**config.mk**
```make
export PLATFORM = sky130hd
export DESIGN_NAME = pwr_script_engine
export DESIGN_NICKNAME = d
export VERILOG_FILES = /design/src/rtl/pse_pkg.sv /design/src/rtl/pse_cfg_regs.sv /design/src/rtl/pse_script_mem.sv /design/src/rtl/pse_event_arb.sv /design/src/rtl/pse_sequencer.sv /design/src/rtl/pwr_script_engine.sv
export SDC_FILE = /design/constraint.sdc
export NUM_CORES = 2
export LEC_CHECK = 0
export BUFFER_PORTS_ARGS = -buffer_cell sky130_fd_sc_hd__buf_2
export CAP_MARGIN = 25
export CORE_MARGIN = 5
export CORE_UTILIZATION = 41
export DETAILED_ROUTE_END_ITERATION = 6
export GPL_TIMING_DRIVEN = 0
export PLACE_DENSITY = 0.59
export SLEW_MARGIN = 20
export SYNTH_ARGS = -nofsm -noshare
export SYNTH_HDL_FRONTEND = slang
export SYNTH_SLANG_ARGS = --single-unit
export TNS_END_PERCENT = 10
```
**constraint.sdc**
```tcl
create_clock -name clk -period 4.3 [get_ports clk]
set_clock_uncertainty 0.15 [all_clocks]
set_input_delay 0.43 -clock clk [delete_from_list [all_inputs] [get_ports clk]]
set_output_delay 0.43 -clock clk [all_outputs]
set_load 0.005 [all_outputs]
```
**src/rtl/pse_pkg.sv**
```systemverilog
package pse_pkg;
   localparam int SEL_W = 4;
   localparam logic [SEL_W-1:0] SEL_MEM_ADDR        = 4'd0;
   localparam logic [SEL_W-1:0] SEL_MEM_DATA        = 4'd1;
   localparam logic [SEL_W-1:0] SEL_START_SLEEP     = 4'd2;
   localparam logic [SEL_W-1:0] SEL_START_WAKE_SH   = 4'd3;
   localparam logic [SEL_W-1:0] SEL_START_WAKE_LAST = 4'd4;
   localparam logic [SEL_W-1:0] SEL_START_WARM      = 4'd5;
   localparam logic [SEL_W-1:0] SEL_OPT_BASE        = 4'd6;
   localparam int LEVEL_BIT   = 3;
   localparam int WARM_EN_BIT = 4;

   typedef enum logic [1:0] {
      RUN_SLEEP     = 2'd0,
      RUN_WAKE_SH   = 2'd1,
      RUN_WAKE_LAST = 2'd2,
      RUN_WARM      = 2'd3
   } run_kind_e;

   typedef enum logic [1:0] {
      SQ_IDLE  = 2'd0,
      SQ_FETCH = 2'd1,
      SQ_WAIT  = 2'd2
   } seq_state_e;

   typedef struct packed {
      logic [15:0] msg;
      logic [7:0]  delay;
      logic [7:0]  next;
   } script_ins_t;
endpackage

```
**src/rtl/pse_cfg_regs.sv**
```systemverilog
module pse_cfg_regs
   import pse_pkg::*;
#(
   parameter int IDX_W  = 6,
   parameter int NPROC  = 3,
   parameter int ADDR_W = IDX_W + 2
)(
   input  logic              clk,
   input  logic              rst_n,
   input  logic              busy,
   input  logic              cfg_we,
   input  logic [SEL_W-1:0]  cfg_sel,
   input  logic [7:0]        cfg_wdata,
   output logic              mem_we,
   output logic [ADDR_W-1:0] mem_waddr,
   output logic [7:0]        mem_wdata,
   output logic [IDX_W-1:0]  start_sleep,
   output logic [IDX_W-1:0]  start_wake_sh,
   output logic [IDX_W-1:0]  start_wake_last,
   output logic [IDX_W-1:0]  start_warm,
   output logic [NPROC-1:0]  lvl_en,
   output logic [NPROC-1:0]  warm_en,
   output logic              cfg_err
);
   logic              wr_ok;
   logic [ADDR_W-1:0] addr_q;

   assign wr_ok     = cfg_we & ~busy;
   assign mem_we    = wr_ok && (cfg_sel == SEL_MEM_DATA);
   assign mem_waddr = addr_q;
   assign mem_wdata = cfg_wdata;

   always_ff @(posedge clk or negedge rst_n) begin
      if (!rst_n) begin
         addr_q          <= '0;
         start_sleep     <= '0;
         start_wake_sh   <= '0;
         start_wake_last <= '0;
         start_warm      <= '0;
      end else if (wr_ok) begin
         unique case (cfg_sel)
            SEL_MEM_ADDR:        addr_q          <= cfg_wdata[ADDR_W-1:0];
            SEL_START_SLEEP:     start_sleep     <= cfg_wdata[IDX_W-1:0];
            SEL_START_WAKE_SH:   start_wake_sh   <= cfg_wdata[IDX_W-1:0];
            SEL_START_WAKE_LAST: start_wake_last <= cfg_wdata[IDX_W-1:0];
            SEL_START_WARM:      start_warm      <= cfg_wdata[IDX_W-1:0];
            default: ;
         endcase
      end
   end

   generate
      for (genvar p = 0; p < NPROC; p++) begin : g_opt
         localparam logic [SEL_W-1:0] MY_SEL = SEL_OPT_BASE + SEL_W'(p);
         always_ff @(posedge clk or negedge rst_n) begin
            if (!rst_n) begin
               lvl_en[p]  <= 1'b0;
               warm_en[p] <= 1'b0;
            end else if (wr_ok && cfg_sel == MY_SEL) begin
               lvl_en[p]  <= cfg_wdata[LEVEL_BIT];
               warm_en[p] <= cfg_wdata[WARM_EN_BIT];
            end
         end
      end
   endgenerate

   always_ff @(posedge clk or negedge rst_n) begin
      if (!rst_n)                cfg_err <= 1'b0;
      else if (cfg_we && busy)   cfg_err <= 1'b1;
   end


   busy_write_flags_chk: assert property (@(posedge clk) disable iff (!rst_n)
      (cfg_we && busy) |=> cfg_err);

   err_sticky_chk: assert property (@(posedge clk) disable iff (!rst_n)
      cfg_err |=> cfg_err);

   busy_write_ignored_chk: assert property (@(posedge clk) disable iff (!rst_n)
      (cfg_we && busy) |=> ($stable(start_sleep) && $stable(start_warm)
                            && $stable(start_wake_sh) && $stable(start_wake_last)
                            && $stable(lvl_en) && $stable(warm_en)));
endmodule

```
**src/rtl/pse_script_mem.sv**
```systemverilog
module pse_script_mem
   import pse_pkg::*;
#(
   parameter int IDX_W  = 6,
   parameter int ADDR_W = IDX_W + 2
)(
   input  logic              clk,
   input  logic              rst_n,
   input  logic              we,
   input  logic [ADDR_W-1:0] waddr,
   input  logic [7:0]        wdata,
   input  logic [IDX_W-1:0]  ridx,
   output script_ins_t       rins
);
   localparam int NUM_BYTES = 4 << IDX_W;

   logic [7:0] mem_q [NUM_BYTES];
   logic [7:0] lane  [4];

   always_ff @(posedge clk or negedge rst_n) begin
      if (!rst_n) begin
         for (int i = 0; i < NUM_BYTES; i++) mem_q[i] <= '0;
      end else if (we) begin
         mem_q[waddr] <= wdata;
      end
   end

   generate
      for (genvar k = 0; k < 4; k++) begin : g_lane
         assign lane[k] = mem_q[{ridx, 2'(k)}];
      end
   endgenerate

   assign rins = '{msg: {lane[0], lane[1]}, delay: lane[2], next: lane[3]};
endmodule

```
**src/rtl/pse_event_arb.sv**
```systemverilog
module pse_event_arb
   import pse_pkg::*;
#(
   parameter int IDX_W = 6,
   parameter int NPROC = 3
)(
   input  logic             clk,
   input  logic             rst_n,
   input  logic             idle,
   input  logic             sleep_req,
   input  logic [NPROC-1:0] wake_req,
   input  logic [NPROC-1:0] warm_req,
   input  logic [NPROC-1:0] lvl_en,
   input  logic [NPROC-1:0] warm_en,
   input  logic [IDX_W-1:0] start_sleep,
   input  logic [IDX_W-1:0] start_wake_sh,
   input  logic [IDX_W-1:0] start_wake_last,
   input  logic [IDX_W-1:0] start_warm,
   output logic             grant,
   output run_kind_e        grant_kind,
   output logic [IDX_W-1:0] grant_start
);
   logic [NPROC-1:0] prev_q;
   logic [NPROC-1:0] wake_hit;
   logic [NPROC-1:0] warm_hit;

   always_ff @(posedge clk or negedge rst_n) begin
      if (!rst_n) prev_q <= '0;
      else        prev_q <= wake_req;
   end

   generate
      for (genvar p = 0; p < NPROC; p++) begin : g_hit
         assign wake_hit[p] = wake_req[p] & (lvl_en[p] | ~prev_q[p]);
         assign warm_hit[p] = warm_req[p] & warm_en[p];
      end
   endgenerate

   always_comb begin
      grant       = 1'b0;
      grant_kind  = RUN_SLEEP;
      grant_start = start_sleep;
      if (|warm_hit) begin
         grant       = idle;
         grant_kind  = RUN_WARM;
         grant_start = start_warm;
      end else if (|wake_hit) begin
         grant = idle;
         if (|wake_hit[NPROC-2:0]) begin
            grant_kind  = RUN_WAKE_SH;
            grant_start = start_wake_sh;
         end else begin
            grant_kind  = RUN_WAKE_LAST;
            grant_start = start_wake_last;
         end
      end else if (sleep_req) begin
         grant = idle;
      end
   end


   warm_first_chk: assert property (@(posedge clk) disable iff (!rst_n)
      (idle && |(warm_req & warm_en)) |-> (grant && grant_kind == RUN_WARM));

   edge_only_once_chk: assert property (@(posedge clk) disable iff (!rst_n)
      (!sleep_req && (warm_req & warm_en) == '0 &&
       (wake_req & ~(prev_q & ~lvl_en)) == '0) |-> !grant);

   no_grant_busy_chk: assert property (@(posedge clk) disable iff (!rst_n)
      grant |-> idle);
endmodule

```
**src/rtl/pse_sequencer.sv**
```systemverilog
module pse_sequencer
   import pse_pkg::*;
#(
   parameter int IDX_W    = 6,
   parameter int TICK_DIV = 4
)(
   input  logic             clk,
   input  logic             rst_n,
   input  logic             grant,
   input  run_kind_e        grant_kind,
   input  logic [IDX_W-1:0] grant_start,
   input  script_ins_t      rins,
   output logic [IDX_W-1:0] ridx,
   output logic             busy,
   output logic             msg_valid,
   output logic [15:0]      msg,
   output run_kind_e        run_kind
);
   localparam logic [IDX_W-1:0] SENT = '1;

   logic tick;

   generate
      if (TICK_DIV == 1) begin : g_nodiv
         assign tick = 1'b1;
      end else begin : g_div
         localparam int DIV_W = $clog2(TICK_DIV);
         localparam logic [DIV_W-1:0] DIV_LAST = DIV_W'(TICK_DIV - 1);
         logic [DIV_W-1:0] div_q;
         always_ff @(posedge clk or negedge rst_n) begin
            if (!rst_n)                div_q <= '0;
            else if (div_q == DIV_LAST) div_q <= '0;
            else                       div_q <= div_q + 1'b1;
         end
         assign tick = (div_q == DIV_LAST);
      end
   endgenerate

   seq_state_e       st_q;
   logic [IDX_W-1:0] idx_q;
   logic [IDX_W-1:0] nxt_q;
   logic [7:0]       cnt_q;
   logic [IDX_W-1:0] rnext;
   logic             unused_next_hi;

   assign rnext          = rins.next[IDX_W-1:0];
   assign unused_next_hi = ^rins.next[7:IDX_W];

   always_ff @(posedge clk or negedge rst_n) begin
      if (!rst_n) begin
         st_q      <= SQ_IDLE;
         idx_q     <= '0;
         nxt_q     <= '0;
         cnt_q     <= '0;
         msg_valid <= 1'b0;
         msg       <= '0;
         run_kind  <= RUN_SLEEP;
      end else begin
         msg_valid <= 1'b0;
         unique case (st_q)
            SQ_IDLE: if (grant) begin
               st_q     <= SQ_FETCH;
               idx_q    <= grant_start;
               run_kind <= grant_kind;
            end
            SQ_FETCH: begin
               msg       <= rins.msg;
               cnt_q     <= rins.delay;
               nxt_q     <= rnext;
               msg_valid <= 1'b1;
               st_q      <= SQ_WAIT;
            end
            SQ_WAIT: begin
               if (cnt_q == 8'd0) begin
                  if (nxt_q == SENT) begin
                     st_q <= SQ_IDLE;
                  end else begin
                     idx_q <= nxt_q;
                     st_q  <= SQ_FETCH;
                  end
               end else if (tick) begin
                  cnt_q <= cnt_q - 8'd1;
               end
            end
            default: st_q <= SQ_IDLE;
         endcase
      end
   end

   assign busy = (st_q != SQ_IDLE);
   assign ridx = idx_q;


   strobe_in_run_chk: assert property (@(posedge clk) disable iff (!rst_n)
      msg_valid |-> busy);

   strobe_single_chk: assert property (@(posedge clk) disable iff (!rst_n)
      msg_valid |=> !msg_valid);

   delay_hold_chk: assert property (@(posedge clk) disable iff (!rst_n)
      (st_q == SQ_WAIT && cnt_q != 8'd0 && !tick) |=> $stable(cnt_q));

   end_on_sentinel_chk: assert property (@(posedge clk) disable iff (!rst_n)
      $fell(busy) |-> ($past(nxt_q) == SENT));
endmodule

```
**src/rtl/pwr_script_engine.sv**
```systemverilog
module pwr_script_engine
   import pse_pkg::*;
#(
   parameter int IDX_W    = 6,
   parameter int NPROC    = 3,
   parameter int TICK_DIV = 4
)(
   input  logic             clk,
   input  logic             rst_n,
   input  logic             cfg_we,
   input  logic [3:0]       cfg_sel,
   input  logic [7:0]       cfg_wdata,
   input  logic             sleep_req,
   input  logic [NPROC-1:0] wake_req,
   input  logic [NPROC-1:0] warm_req,
   output logic             msg_valid,
   output logic [15:0]      msg,
   output logic [1:0]       run_kind,
   output logic             busy,
   output logic             cfg_err
);
   localparam int ADDR_W = IDX_W + 2;

   generate
      if (IDX_W < 2 || IDX_W > 6) begin : g_bad_idx
         $error("IDX_W must lie in 2..6");
      end
      if (NPROC < 2 || NPROC > 10) begin : g_bad_nproc
         $error("NPROC must lie in 2..10");
      end
      if (TICK_DIV < 1) begin : g_bad_div
         $error("TICK_DIV must be at least 1");
      end
   endgenerate

   logic              mem_we;
   logic [ADDR_W-1:0] mem_waddr;
   logic [7:0]        mem_wdata;
   logic [IDX_W-1:0]  st_sleep, st_wake_sh, st_wake_last, st_warm;
   logic [NPROC-1:0]  lvl_en, warm_en;
   logic              grant;
   run_kind_e         grant_kind;
   run_kind_e         kind_q;
   logic [IDX_W-1:0]  grant_start;
   logic [IDX_W-1:0]  ridx;
   script_ins_t       rins;

   pse_cfg_regs #(.IDX_W(IDX_W), .NPROC(NPROC), .ADDR_W(ADDR_W)) u_cfg (
      .clk(clk), .rst_n(rst_n), .busy(busy),
      .cfg_we(cfg_we), .cfg_sel(cfg_sel), .cfg_wdata(cfg_wdata),
      .mem_we(mem_we), .mem_waddr(mem_waddr), .mem_wdata(mem_wdata),
      .start_sleep(st_sleep), .start_wake_sh(st_wake_sh),
      .start_wake_last(st_wake_last), .start_warm(st_warm),
      .lvl_en(lvl_en), .warm_en(warm_en), .cfg_err(cfg_err)
   );

   pse_script_mem #(.IDX_W(IDX_W), .ADDR_W(ADDR_W)) u_mem (
      .clk(clk), .rst_n(rst_n), .we(mem_we), .waddr(mem_waddr),
      .wdata(mem_wdata), .ridx(ridx), .rins(rins)
   );

   pse_event_arb #(.IDX_W(IDX_W), .NPROC(NPROC)) u_arb (
      .clk(clk), .rst_n(rst_n), .idle(~busy),
      .sleep_req(sleep_req), .wake_req(wake_req), .warm_req(warm_req),
      .lvl_en(lvl_en), .warm_en(warm_en),
      .start_sleep(st_sleep), .start_wake_sh(st_wake_sh),
      .start_wake_last(st_wake_last), .start_warm(st_warm),
      .grant(grant), .grant_kind(grant_kind), .grant_start(grant_start)
   );

   pse_sequencer #(.IDX_W(IDX_W), .TICK_DIV(TICK_DIV)) u_seq (
      .clk(clk), .rst_n(rst_n), .grant(grant), .grant_kind(grant_kind),
      .grant_start(grant_start), .rins(rins), .ridx(ridx), .busy(busy),
      .msg_valid(msg_valid), .msg(msg), .run_kind(kind_q)
   );

   assign run_kind = kind_q;
endmodule

```
# --- Word-level counts from Yosys, hierarchy flattened ---
# Cells that the tools add are included.
word_totals:
  reg_bits: 2133
  latchBits: 0
  ramBits: 0
  romBits: 0
  output_inout_bits: 21
  wordCells: 382
  n_memories: 0
op_classes:
  n_addsub: 2
  multipliers: 0
  n_div: 0
  magnitude_cmp: 6
  n_eq_ne: 17
  shifts: 0
  n_mux: 37
  n_bitwise: 19
  n_reduce_logical: 24
op_table:
  columns: ["cell", "n"]
  rows:
  - ["bitwise mux 2048 bit", 1]
  - ["binary-select mux 8 bit (select 8 bit)", 4]
  - ["two-way mux 8 bit", 9]
  - ["demux 8 bit (select 8 bit)", 1]
  - ["two-way mux 6 bit", 8]
  - [">= comparator 9 bit, second input constant", 5]
  - ["inverter 8 -> 9 bit", 5]
  - ["equality test 4 x 3 -> 1 bit, second input constant", 4]
  - ["one-hot mux 8 bit (2 select lines)", 1]
  - ["AND reduction 2 bit", 7]
  - ["two-way mux 2 bit", 6]
  - ["one-hot mux 6 bit (2 select lines)", 1]
  - ["< comparator 9 x 1 -> 1 bit, second input constant", 1]
  - ["equality test 4 x 2 -> 1 bit, second input constant", 2]
  - ["zero test 8 bit", 1]
  - ["subtractor 8 x 1 -> 8 bit, second input constant", 1]
  - ["bitwise AND 1 bit", 7]
  - ["equality test 6 bit, second input constant", 1]
  - ["logical AND 1 bit", 6]
  - ["inequality test 2 bit, second input constant", 3]
  - ["one-hot mux 2 bit (3 select lines)", 1]
  - ["nonzero test 2 bit", 3]
  - ["OR reduction 3 bit", 2]
  - ["two-way mux 1 bit", 5]
  - ["13 further kinds", 20]

# --- Longest topological paths before layout ---
depth:
  depth_word: 9
  depth_mapped: 10
  mapped_depth_nobuf: 7

# --- Modules after synthesis ---
# From an unflattened synthesis, not the netlist that was laid out.
hier_totals:
  hier_cells: 6310
  hier_area_um2: 97915.2
modules_own_cells:
  columns: ["module", "instances", "cells_per_inst", "area_per_inst_um2", "seq_area_each_um2"]
  rows:
  - ["pse_script_mem", 1, 5930, 93820.0, 51249.2]
  - ["pse_sequencer", 1, 234, 2104.5, 1076.0]
  - ["pse_cfg_regs", 1, 100, 1592.8, 975.9]
  - ["pse_event_arb", 1, 45, 394.1, 75.1]
  - ["pwr_script_engine", 1, 1, 3.8, 0.0]

# --- Worst setup path before layout ---
# OpenSTA, ideal clock, no wires.
synth_timing:
  path_type: "reg-to-reg"
  start: "register u_seq.st_q[0]"
  end: "register u_mem.mem_q[488] (netlist bit)"
  setup_time_ns: 0.125
  arrival_ns: 2.212
  required_time_ns: 4.025
  path_slack_ns: 1.814
  path_stages_with_launch: 10
  cell_sequence: "dfrtp_1 -> inv_1 -> ha_1 -> buf_4 -> nand4bb_4 -> nor4_4 -> nand2_2 -> buf_6 -> nor2_8 -> mux2_2"
synth_between:
  elab_chain_cells: 4
synth_rtl:
  columns: ["element", "line_no", "rtl"]
  rows:
  - ["start, declared", "pse_sequencer.sv:39", "seq_state_e st_q;"]
  - ["start signal, assigned", "pse_sequencer.sv:51", "st_q <= SQ_IDLE;"]
  - ["start signal, assigned", "pse_sequencer.sv:62", "st_q <= SQ_FETCH;"]
  - ["start signal, assigned", "pse_sequencer.sv:71", "st_q <= SQ_WAIT;"]
  - ["nonzero test 2 bit", "pse_sequencer.sv:90", "assign busy = (st_q != SQ_IDLE);"]
  - ["inverter 1 bit", "pse_cfg_regs.sv:28", "assign wr_ok = cfg_we & ~busy;"]
  - ["bitwise AND 1 bit", "pse_cfg_regs.sv:28", null]
  - ["logical AND 1 bit", "pse_cfg_regs.sv:29", "assign mem_we = wr_ok && (cfg_sel == SEL_MEM_DATA);"]
  - ["end signal, assigned by index", "pse_script_mem.sv:24", "mem_q[waddr] <= wdata;"]
  - ["end, declared", "pse_script_mem.sv:17", "logic [7:0] mem_q [NUM_BYTES];"]
# No other way between the ends.
# A chain may end at the register's enable or synchronous reset.

# --- Worst setup path after layout ---
layout_timing:
  start: "register u_seq.idx_q[2] (netlist: u_seq.ridx[2])"
  end: "register u_seq.msg[14]"
layout_between:
  elab_chain_cells: 4
layout_rtl:
  columns: ["element", "line_no", "rtl"]
  rows:
  - ["start, declared", "pse_sequencer.sv:40", "logic [IDX_W-1:0] idx_q;"]
  - ["start signal, assigned", "pse_sequencer.sv:63", "idx_q <= grant_start;"]
  - ["start signal, assigned", "pse_sequencer.sv:78", "idx_q <= nxt_q;"]
  - ["inverter 8 -> 9 bit (implied by the code)", "pse_script_mem.sv:30", "assign lane[k] = mem_q[{ridx, 2'(k)}];"]
  - ["binary-select mux 8 bit (select 8 bit)", "pse_script_mem.sv:30", null]
  - ["two-way mux 8 bit (implied by the code) (2 in series)", "pse_script_mem.sv:30", null]
  - ["end signal, assigned", "pse_sequencer.sv:67", "msg <= rins.msg;"]
  - ["end, declared", "pse_sequencer.sv:16", "output logic [15:0] msg,"]
# No other way between the ends. The select of a mux whose other input is x is not followed.

==> impl_metrics.csv <==
group,metric,value,unit
clock_network,cts.sinks,2005,
sta,relSlewSlack,12.0,%
route,wl,378,mm
placed_design,dpl.hpwl,269,mm
layout,final_layout_size_suffix_gt1_share,52.3,%
flow_run,maxCapViolations,0,
route,dr.first_iter.drc_count,7128,
layout,multi_input_area,41500,um2
die,dieArea,238000,um2
sta,setup_violations,19,
setup_path,start_kind,"register",
synth,yosysMostFrequentCell,"dfrtp_1",
sta,worstMarginPinSlew,1.32,ns
route,dr.pass1.iters,7,
layout,nFillCells,19712,
clock_network,clockRootBuffer,"clkbuf_16",
synth,yosysSeqAreaShare,53.6,%
synth,synth_area_leaders,"dfrtp_1, mux2_2, mux4_2, mux2_4, clkbuf_1",
synth,netlist.area_leader.share,53.6,%
global_routing,grt_pass1_wl,514,mm
route,ant_nets,0,
sta,final_hold_viol_count,0,
global_routing,grt_usage,31.8,%
die,core_area,227000,um2
sta,layout_setup_ws,-0.526,ns
clock_network,cts_max_level,4,
route,route.detailed.drc,0,
synth,synth_area,93600,um2
synth,synth-seq-cells,2005,
power_and_ir_drop,p_total,0.0516,W
global_routing,grt_start_max_net_pins,142,
setup_path,path_cells,"buf_2 > buf_4 > buf_2 > buf_1 > mux4_2 > mux2i_1 > a22oi_1 > a22oi_2 > nand2_1",
sta,drv_slew,0,
setup_path,cp.required,4.86,ns
die,design.portCount,43,
synth,synth_top_flop_cell,"dfrtp_1",
worst_hold_path,hold_path.class,"in -> async",
layout,regArea,50200,um2
layout,instances_no_fill,9338,
setup_path,path_class,"reg -> reg",
route,viasPerCell,6.31,
synth,synthTopCellsByCount,"dfrtp_1, mux2_2, mux4_2, clkbuf_1, mux2_4",
synth,async_flop_share,100,%
setup_path,cp_max_fo,10,
clock_network,cts_buffers,215,
sta,fin_crit,4.83,ns
run_status,outcome,"finished with violations",
setup_path,slowest_stage,"buf_1",
clock_network,path_clk_slew,0.06,ns
power_and_ir_drop,powerDensity,485,nW/um2
clock_network,postCtsSetupBuffers,0,
synth,synth_edf_count,0,
die,start_util,41.2,%
placed_design,port_buffers,34,
clock_network,clk_path_buf_depth,3,
setup_path,cp_common_cell,"buf_2",
setup_path,cp.arrival,5.39,ns
setup_path,critPathCaptureType,"register",
layout,syn2layout_area_growth,13.7,%
route,wl_per_cell,40.5,um
sta,rsz0062_at_grt,"true",
synth,syn-num-nets,5832,
power_and_ir_drop,p_leak,51.3,nW
synth,yosys.cell_types.count,77,
setup_path,cpPeakStageDelay,0.78,ns
layout,fin_nets,6160,
run_status,failed_checks,"negative setup slack",
setup_path,ff2ff_setup_slack,-0.53,ns
global_routing,overflow,0,
die,rows,175,
clock_network,cts_tree,"yes",
sta,whs,0.0245,ns
sta,period_share,112,%
placed_design,dp_slack,-0.456,ns
synth,yosys_warnings,0,
clock_network,clk_latency,0.88,ns
die,die_y,488,um
placed_design,gp_congestion,1.29,
sta,fmax,0.207,GHz
synth,avgSynthCellArea,16.1,um2
synth,synthCells,5803,
die,fp.dieW,488,um
global_routing,grt_pass1_vias,58383,
synth,yosysTopAreaCell,"dfrtp_1",
power_and_ir_drop,irDropWorstVdd,501,uV
global_routing,antenna_found_initial,53,
placed_design,dp_cells,8902,
route,dr_total_vias,58881,
## cell type report
type / instances / area share [%]
plain buffers: 432 / 2.03
inverters: 13 / 0.0494
flip-flops and latches: 2005 / 47.2
diodes: 17 / 0.0400
clock buffers: 338 / 6.17
well taps: 3009 / 3.54
multi-input cells: 3353 / 39.0
repair buffers: 111 / 1.40
clock inverters: 60 / 0.637
## state kept, by name, summed over array words and instances (netlist names), 8 cells and up
signal	flops
u_cfg.mem_waddr	8
u_mem.mem_q	1920
u_seq.cnt_q	8
u_seq.msg	16
## placed cells by master (no fill, tap or decap), types with 43 or more instances in the layout
| cell | n |
|---|---|
| buf_4 | 53 |
| clkbuf_8 | 68 |
| clkbuf_1 | 255 |
| clkbuf_2 | 97 |
| nor2b_1 | 43 |
| mux2i_1 | 84 |
| nor2_1 | 65 |
| nor2_2 | 67 |
| a22oi_1 | 45 |
| dfrtp_1 | 2005 |
| mux2_2 | 1637 |
| mux4_2 | 529 |
| buf_2 | 94 |
| mux2_4 | 240 |
| clkbuf_16 | 217 |
| mux2_1 | 85 |
| nand2_1 | 146 |
## layer usage
layer / vias up / wire length (um) / track usage, %
li1: 22413 / - / -
met1: 32570 / 153000 / 43.0
met5: - / 126 / 0
met4: 18 / 28300 / 20.0
met2: 3082 / 161000 / 44.6
met3: 798 / 36400 / 9.67
## through the flow
stage                     area, um2  utilization (%)  TNS (ns)
final                        106000             46.8     -4.45
after global routing         106000             46.8     -1.69
after CTS                    106000             46.7    -0.732
after detailed placement      98800             43.5     -3.55
after global placement        97500             42.9         -
after floorplan               93600                -         0
## power breakdown
group	total [W]	switching [W]	internal [W]
clock network	0.0192	0.00808	0.0112
registers	0.0197	0.000391	0.0193
logic	0.0127	0.00920	0.00345
## timing repair
action                     in CTS  in global routing
pin swaps                       0                  1
hold buffers                   12                  0
gates resized for setup        17                  5
cloned                          0                  0
setup endpoints to repair      14                 12
hold endpoints to repair      161                  0
## worst paths after layout
kind                                                 from                        endpoint  cells after the start
max                             u_seq.ridx[2]$_DFFE_PN0P_       u_seq.msg[14]$_DFFE_PN0P_                      9
min                                                 rst_n    u_mem.mem_q[436]$_DFFE_PN0P_                      2
max reg2reg                     u_seq.ridx[2]$_DFFE_PN0P_       u_seq.msg[14]$_DFFE_PN0P_                      9
min reg2reg                u_seq.g_div.div_q[0]$_DFF_PN0_  u_seq.g_div.div_q[0]$_DFF_PN0_                      1
max in group asynchronous                           rst_n   u_mem.mem_q[1790]$_DFFE_PN0P_                      6
min in group clk                              wake_req[1]       u_arb.prev_q[1]$_DFF_PN0_                      2
## critical path, delay by kind of cell (launching register included)
| kind | cells | cell delay, ns |
|---|---|---|
| buffers and inverters | 4 | 1.91 |
| AOI/OAI and AO/OA | 2 | 1.15 |
| muxes | 2 | 0.90 |
| DFF | 1 | 0.34 |
| and+or+nand+nor | 1 | 0.13 |
## logic make-up (layout without fill, tap and decap cells)
| logic type | after synthesis | after routing | synth area share, % |
|---|---|---|---|
| compound gates | 217 | 217 | 1.60 |
| simple gates | 554 | 554 | 4.27 |
| other cells | 0 | 17 | 0 |
| buf+inv | 445 | 954 | 2.22 |
| mux | 2575 | 2575 | 38.2 |
| fa+ha+maj | 7 | 7 | 0.0936 |
| flops | 2005 | 2005 | 53.6 |
(Power assumes the default switching activity.)
